[src/rtl/xmem_bus_pkg.sv]
package xmem_bus_pkg;

  typedef enum logic [2:0] {
    PH_IDLE  = 3'd0,
    PH_SETUP = 3'd1,
    PH_ASLO  = 3'd2,
    PH_AHOLD = 3'd3,
    PH_GAP   = 3'd4,
    PH_DSLO  = 3'd5,
    PH_DHOLD = 3'd6,
    PH_RECOV = 3'd7
  } phase_e;

  // Data strobe low time in clocks for one direction plus wait states.
  function automatic int unsigned ds_clocks(logic wr, int unsigned ws,
                                            int unsigned t_rd, int unsigned t_wr);
    return (wr ? t_wr : t_rd) + ws;
  endfunction

  // Clocks spent in a given phase.
  function automatic int unsigned phase_len(phase_e p, logic wr, int unsigned ws,
                                            int unsigned t_setup, int unsigned t_as,
                                            int unsigned t_rd, int unsigned t_wr,
                                            int unsigned t_rec);
    case (p)
      PH_SETUP: return t_setup;
      PH_ASLO:  return t_as;
      PH_DSLO:  return ds_clocks(wr, ws, t_rd, t_wr);
      PH_RECOV: return t_rec;
      default:  return 1;
    endcase
  endfunction

  // Phase order of one bus cycle.
  function automatic phase_e next_phase(phase_e p);
    case (p)
      PH_SETUP: return PH_ASLO;
      PH_ASLO:  return PH_AHOLD;
      PH_AHOLD: return PH_GAP;
      PH_GAP:   return PH_DSLO;
      PH_DSLO:  return PH_DHOLD;
      PH_DHOLD: return PH_RECOV;
      default:  return PH_IDLE;
    endcase
  endfunction

  function automatic int unsigned max2(int unsigned a, int unsigned b);
    return (a > b) ? a : b;
  endfunction

endpackage

[src/rtl/xmem_bus_seq.sv]
module xmem_bus_seq
  import xmem_bus_pkg::*;
#(
  parameter int unsigned WS_W      = 2,
  parameter int unsigned SETUP_CLK = 1,
  parameter int unsigned AS_CLK    = 1,
  parameter int unsigned RD_DS_CLK = 3,
  parameter int unsigned WR_DS_CLK = 2,
  parameter int unsigned RECOV_CLK = 1,
  parameter int unsigned CNT_W     = 3
) (
  input  logic            clk,
  input  logic            rst_n,
  input  logic            start,
  input  logic            wr_q,
  input  logic [WS_W-1:0] ws_q,
  output phase_e          phase,
  output logic            last
);

  logic [CNT_W-1:0] cnt;
  phase_e           nxt;
  int unsigned      nxt_len;

  assign nxt     = next_phase(phase);
  assign nxt_len = phase_len(nxt, wr_q, 32'(ws_q), SETUP_CLK, AS_CLK,
                             RD_DS_CLK, WR_DS_CLK, RECOV_CLK);
  assign last    = (cnt == '0);

  always_ff @(posedge clk) begin
    if (!rst_n) begin
      phase <= PH_IDLE;
      cnt   <= '0;
    end else if (phase == PH_IDLE) begin
      if (start) begin
        phase <= PH_SETUP;
        cnt   <= CNT_W'(SETUP_CLK - 1);
      end
    end else if (last) begin
      phase <= nxt;
      cnt   <= CNT_W'(nxt_len - 1);
    end else begin
      cnt <= cnt - 1'b1;
    end
  end

endmodule

[src/rtl/xmem_bus_path.sv]
module xmem_bus_path
  import xmem_bus_pkg::*;
#(
  parameter int unsigned ADDR_W = 16,
  parameter int unsigned DATA_W = 8,
  parameter int unsigned WS_W   = 2
) (
  input  logic                     clk,
  input  logic                     rst_n,
  input  logic                     accept,
  input  logic                     ds_end,
  input  phase_e                   phase,
  input  logic [ADDR_W-1:0]        req_addr,
  input  logic                     req_write,
  input  logic                     req_dmem,
  input  logic [DATA_W-1:0]        req_wdata,
  input  logic [WS_W-1:0]          wait_cfg,
  input  logic [DATA_W-1:0]        ad_in,
  output logic                     wr_q,
  output logic [WS_W-1:0]          ws_q,
  output logic [ADDR_W-DATA_W-1:0] hi_addr,
  output logic                     data_space,
  output logic [DATA_W-1:0]        ad_out,
  output logic                     ad_oe,
  output logic                     addr_stb_n,
  output logic                     data_stb_n,
  output logic                     rd_wr_n,
  output logic [DATA_W-1:0]        rdata,
  output logic                     done
);

  logic [ADDR_W-1:0] addr_q;
  logic              dm_q;
  logic [DATA_W-1:0] wd_q;
  logic              addr_phase;
  logic              wdata_phase;

  always_ff @(posedge clk) begin
    if (!rst_n) begin
      addr_q <= '0;
      wr_q   <= 1'b0;
      dm_q   <= 1'b0;
      wd_q   <= '0;
      ws_q   <= '0;
      rdata  <= '0;
      done   <= 1'b0;
    end else begin
      done <= ds_end;
      if (accept) begin
        addr_q <= req_addr;
        wr_q   <= req_write;
        dm_q   <= req_dmem;
        wd_q   <= req_wdata;
        ws_q   <= wait_cfg;
      end
      if (ds_end && !wr_q) rdata <= ad_in;
    end
  end

  always_comb begin
    addr_phase  = (phase == PH_SETUP) || (phase == PH_ASLO) || (phase == PH_AHOLD);
    wdata_phase = wr_q && ((phase == PH_GAP) || (phase == PH_DSLO) || (phase == PH_DHOLD));
    ad_oe       = addr_phase || wdata_phase;
    ad_out      = addr_phase ? addr_q[DATA_W-1:0] : wd_q;
    addr_stb_n  = (phase != PH_ASLO);
    data_stb_n  = (phase != PH_DSLO);
    rd_wr_n     = !(wr_q && (phase != PH_IDLE));
    hi_addr     = addr_q[ADDR_W-1:DATA_W];
    data_space  = dm_q;
  end

endmodule

[src/rtl/xmem_bus_ctrl.sv]
module xmem_bus_ctrl
  import xmem_bus_pkg::*;
#(
  parameter int unsigned ADDR_W    = 16,
  parameter int unsigned DATA_W    = 8,
  parameter int unsigned WS_W      = 2,
  parameter int unsigned SETUP_CLK = 1,
  parameter int unsigned AS_CLK    = 1,
  parameter int unsigned RD_DS_CLK = 3,
  parameter int unsigned WR_DS_CLK = 2,
  parameter int unsigned RECOV_CLK = 1
) (
  input  logic                     clk,
  input  logic                     rst_n,
  input  logic                     req_valid,
  input  logic [ADDR_W-1:0]        req_addr,
  input  logic                     req_write,
  input  logic                     req_dmem,
  input  logic [DATA_W-1:0]        req_wdata,
  input  logic [WS_W-1:0]          wait_cfg,
  output logic                     busy,
  output logic                     done,
  output logic [DATA_W-1:0]        rdata,
  output logic [ADDR_W-DATA_W-1:0] hi_addr,
  output logic                     data_space,
  output logic [DATA_W-1:0]        ad_out,
  output logic                     ad_oe,
  input  logic [DATA_W-1:0]        ad_in,
  output logic                     addr_stb_n,
  output logic                     data_stb_n,
  output logic                     rd_wr_n
);

  localparam int unsigned WS_MAX  = (1 << WS_W) - 1;
  localparam int unsigned MAX_LEN =
    max2(max2(max2(SETUP_CLK, AS_CLK), RECOV_CLK),
         max2(RD_DS_CLK, WR_DS_CLK) + WS_MAX);
  localparam int unsigned CNT_W   = $clog2(MAX_LEN + 1);

  phase_e          phase;
  logic            last;
  logic            wr_q;
  logic [WS_W-1:0] ws_q;

  // named internal events
  logic accept;  // request taken this edge
  logic ds_end;  // data strobe rises at this edge

  assign busy   = (phase != PH_IDLE);
  assign accept = req_valid && !busy;
  assign ds_end = (phase == PH_DSLO) && last;

  xmem_bus_seq #(
    .WS_W(WS_W), .SETUP_CLK(SETUP_CLK), .AS_CLK(AS_CLK),
    .RD_DS_CLK(RD_DS_CLK), .WR_DS_CLK(WR_DS_CLK),
    .RECOV_CLK(RECOV_CLK), .CNT_W(CNT_W)
  ) u_seq (
    .clk(clk), .rst_n(rst_n), .start(accept), .wr_q(wr_q), .ws_q(ws_q),
    .phase(phase), .last(last)
  );

  xmem_bus_path #(
    .ADDR_W(ADDR_W), .DATA_W(DATA_W), .WS_W(WS_W)
  ) u_path (
    .clk(clk), .rst_n(rst_n), .accept(accept), .ds_end(ds_end), .phase(phase),
    .req_addr(req_addr), .req_write(req_write), .req_dmem(req_dmem),
    .req_wdata(req_wdata), .wait_cfg(wait_cfg), .ad_in(ad_in),
    .wr_q(wr_q), .ws_q(ws_q), .hi_addr(hi_addr), .data_space(data_space),
    .ad_out(ad_out), .ad_oe(ad_oe), .addr_stb_n(addr_stb_n),
    .data_stb_n(data_stb_n), .rd_wr_n(rd_wr_n), .rdata(rdata), .done(done)
  );

endmodule

[config.mk]
export PLATFORM = sky130hd
export DESIGN_NAME = xmem_bus_ctrl
export DESIGN_NICKNAME = d
export VERILOG_FILES = /design/src/rtl/xmem_bus_pkg.sv /design/src/rtl/xmem_bus_seq.sv /design/src/rtl/xmem_bus_path.sv /design/src/rtl/xmem_bus_ctrl.sv
export SDC_FILE = /design/constraint.sdc
export NUM_CORES = 1
export LEC_CHECK = 0
export ABC_AREA = 1
export CORE_MARGIN = 5
export CORE_UTILIZATION = 35
export DETAILED_ROUTE_END_ITERATION = 8
export PLACE_DENSITY_LB_ADDON = 0.3
export SLEW_MARGIN = 20
export SYNTH_ARGS = -nofsm -noshare
export SYNTH_HDL_FRONTEND = slang
export SYNTH_SLANG_ARGS = --single-unit
[constraint.sdc]
create_clock -name clk -period 3.1 [get_ports clk]
set_input_delay 0.62 -clock clk [delete_from_list [all_inputs] [get_ports clk]]
set_output_delay 0.62 -clock clk [all_outputs]
set_load 0.01 [all_outputs]
==> flow_metrics.py <==
metrics = {
    "clock_network": {
        "clkSlewWorstSetupHoldPaths_ns": 0.08,
        "post-cts-setup-buffer-count": 0,
        "cts_tree": "yes",
        "cts_sinks": 43,
        "holdBufCountCts": 0,
        "clk_latency_ns": 0.29,
        "htree_num_levels": 2,
        "numCtsBuffers": 5,
        "clock_path_buffers": 2,
        "cts_resized": 0,
        "clock-root-buffer": "clkbuf_8",
    },
    "floorplanning": {
        "chipWidth_um": 83.6,
        "coreArea_sq_mm": 0.00517,
        "rows": 26,
        "initial_core_util": 0.366,
        "dieArea_sq_mm": 0.00698,
        "ios": 70,
        "die_h_um": 83.6,
    },
    "setup_path": {
        "required_ns": 2.48,
        "r2r_cells": 10,
        "slowest_stage": "clkdlybuf4s50_1",
        "critPathLaunchType": "register",
        "max_stage_delay_ns": 0.56,
        "cp_max_fo": 17,
        "worstPathCellList": "inv_2 -> nand2_2 -> nand2_1 -> o21ai_0 -> clkdlybuf4s50_1",
        "crit_path_end_kind": "output pin",
        "critPathKind": "reg2out",
        "critPathArrivalTime_ns": 1.98,
    },
    "route": {
        "route.detailed.drc": 0,
        "via_count": 1739,
        "via_per_inst": 4.52,
        "wl_per_cell_um": 11.8,
        "dr.pass1.iters": 4,
        "antenna_left": 0,
        "drt-initial-drc-count": 83,
        "wl_um": 4550,
    },
    "sta": {
        "whs_ns": 0.452,
        "clock_skew_ns": 0.00395,
        "fin_crit_sh": 0.840,
        "setup_viol_count_final": 0,
        "hold_viol": 0,
        "max_slew_margin": 0.553,
        "tns_ns": 0,
        "finalMaxSlewViolations": 0,
        "fmax_mhz": 384,
        "period_needed_ns": 2.60,
        "rsz0062_at_grt": "false",
        "worstMarginPinSlew_ns": 0.670,
    },
    "synthesis": {
        "synth_top_area_share": 0.454,
        "ys_top_cells_by_area": "dfxtp_1 (45%), nand2_1 (8.5%), a21oi_1 (8.5%)",
        "synth_area_sq_mm": 0.00189,
        "yosys.area.top_type": "dfxtp_1",
        "syn_nets": 298,
        "synth_cells": 256,
        "avgSynthCellArea_sq_um": 7.40,
        "ys_types": 22,
        "yosysSeqAreaShare": 0.454,
        "yosysWarnings": 0,
        "ys_ff_latch": 43,
    },
    "placed_design": {
        "portBuffers": 69,
        "dpl.hpwl_um": 3310,
        "routabilityCongestion": 0.756,
    },
    "global_routing": {
        "grtUsageTotal": 0.133,
        "grt_pass1_wl_um": 7800,
        "grt_pass1_vias": 1720,
        "grt_overflow": 0,
        "antenna_found_initial": 0,
        "grt_start_max_net_pins": 40,
    },
    "final_layout": {
        "multi_input_area_sq_um": 791,
        "layout-drive-gt1-share": 0.0571,
        "antenna_cells": 0,
        "regArea_sq_um": 861,
        "fillers": 499,
        "nets": 356,
        "areaGrowthSynthToFinish_pct": 39.3,
    },
    "power": {
        "peakVddDrop_uv": 276,
        "pwr_density_cell_mw_per_mm2": 743,
        "p_leak_uw": 0.00104,
    },
    "status": {
        "outcome": "finished, final reports clean",
    },
    "hold_path": {
        "hold_path.class": "reg2reg",
        "hold_depth": 2,
    },
    "run": {
        "max-cap-violations": 0,
    },
}
layout by cell type (no fill, tap or decap):
master | Yosys | routed
o22ai_1 | 1 | 1
nand2_2 | 2 | 2
o31ai_1 | 1 | 1
o21ai_2 | 1 | 1
nor3_4 | 1 | 1
clkinv_2 | 0 | 1
clkbuf_1 | 3 | 2
nor2_4 | 1 | 1
nand2_1 | 43 | 43
inv_2 | 3 | 3
o21ai_0 | 28 | 28
nand3_2 | 1 | 1
clkbuf_8 | 0 | 5
nand3_1 | 24 | 24
buf_4 | 8 | 3
dfxtp_1 | 43 | 43
ha_1 | 3 | 3
inv_1 | 25 | 25
nor2_1 | 25 | 25
a21oi_1 | 32 | 32
nor3_1 | 1 | 1
clkdlybuf4s50_1 | 0 | 69
metrics by stage:
stage / std cells / cell area (sq um) / utilization / power, uW / worst slack [ns]
final: 385 / 2640 / 0.510 / 1960 / 0.496
after floorplan: 256 / 1890 / - / 1360 / 1.35
after detailed placement: 377 / 2560 / 0.494 / 1660 / 0.789
after global routing: 385 / 2640 / 0.510 / 2150 / 0.227
after global placement: 377 / 2560 / 0.494 / 1640 / 0.852
after CTS: 385 / 2640 / 0.510 / 1990 / 0.465
state kept, by name (all words and copies together), names as in the netlist:
signal and flops:
u_path.addr_q 16, u_path.data_space 1, u_path.wr_q 1, u_path.wd_q 8
u_path.done 1, u_seq.cnt 3, u_path.rdata 8, u_path.ws_q 2
u_seq.phase 3
cell families after synthesis:
kind of cell,Yosys count,share of synthesized area
compound gates,63,0.170
fa+ha+maj,3,0.0198
buf+inv,49,0.128
flops,43,0.454
simple gates,98,0.227
worst max-delay path, delay by kind of cell, from the launching register on:
| kind | cells | cell delay [ns] |
|---|---|---|
| AND/OR/NAND/NOR | 2 | 0.36 |
| AO/OA/AOI/OAI | 1 | 0.27 |
| buffers and inverters | 2 | 0.62 |
| flip-flops | 1 | 0.44 |
synth_stat cells:
cell type and n:
a21oi_1 32, buf_1 2, buf_2 5, buf_4 8
buf_6 3, clkbuf_1 3, dfxtp_1 43, ha_1 3
inv_1 25, inv_2 3, nand2_1 43, nand2_2 2
nand3_1 24, nand3_2 1, nor2_1 25, nor2_4 1
nor3_1 1, nor3_4 1, o21ai_0 28, o21ai_2 1
o22ai_1 1, o31ai_1 1
report_power, final:
| group | switching, uW | total (uW) | internal [uW] |
|---|---|---|---|
| logic | 509 | 896 | 387 |
| registers | 67.9 | 734 | 666 |
| clock network | 173 | 331 | 158 |
| total | 750 | 1960 | 1210 |
final cells by class:
cell class | count | share of cell area
inverters | 28 | 0.0398
clock buffers | 7 | 0.0289
multi-input cells | 164 | 0.300
flip-flops and latches | 43 | 0.326
well taps | 70 | 0.0332
clock inverters | 1 | 0.00190
repair buffers | 72 | 0.270
final timing paths:
| path | to | from | slack [ns] |
|---|---|---|---|
| max | ad_out[5] | u_seq.phase[0]$_SDFFE_PN0P_ | 0.50 |
| min | u_path.addr_q[2]$_SDFFE_PN0P_ | u_path.addr_q[2]$_SDFFE_PN0P_ | 0.45 |
| max reg2reg | u_seq.phase[2]$_SDFFE_PN0P_ | u_seq.phase[0]$_SDFFE_PN0P_ | 1.18 |
| min reg2reg | u_path.addr_q[2]$_SDFFE_PN0P_ | u_path.addr_q[2]$_SDFFE_PN0P_ | 0.45 |
metal layers:
layer,GRT usage,vias to the layer above,share of wire
li1,-,935,-
met1,0.160,751,0.45
met2,0.217,45,0.46
met3,0.0484,8,0.071
met4,0.0526,0,0.022
met5,0,-,0
Power figures use the tool's default switching activity.
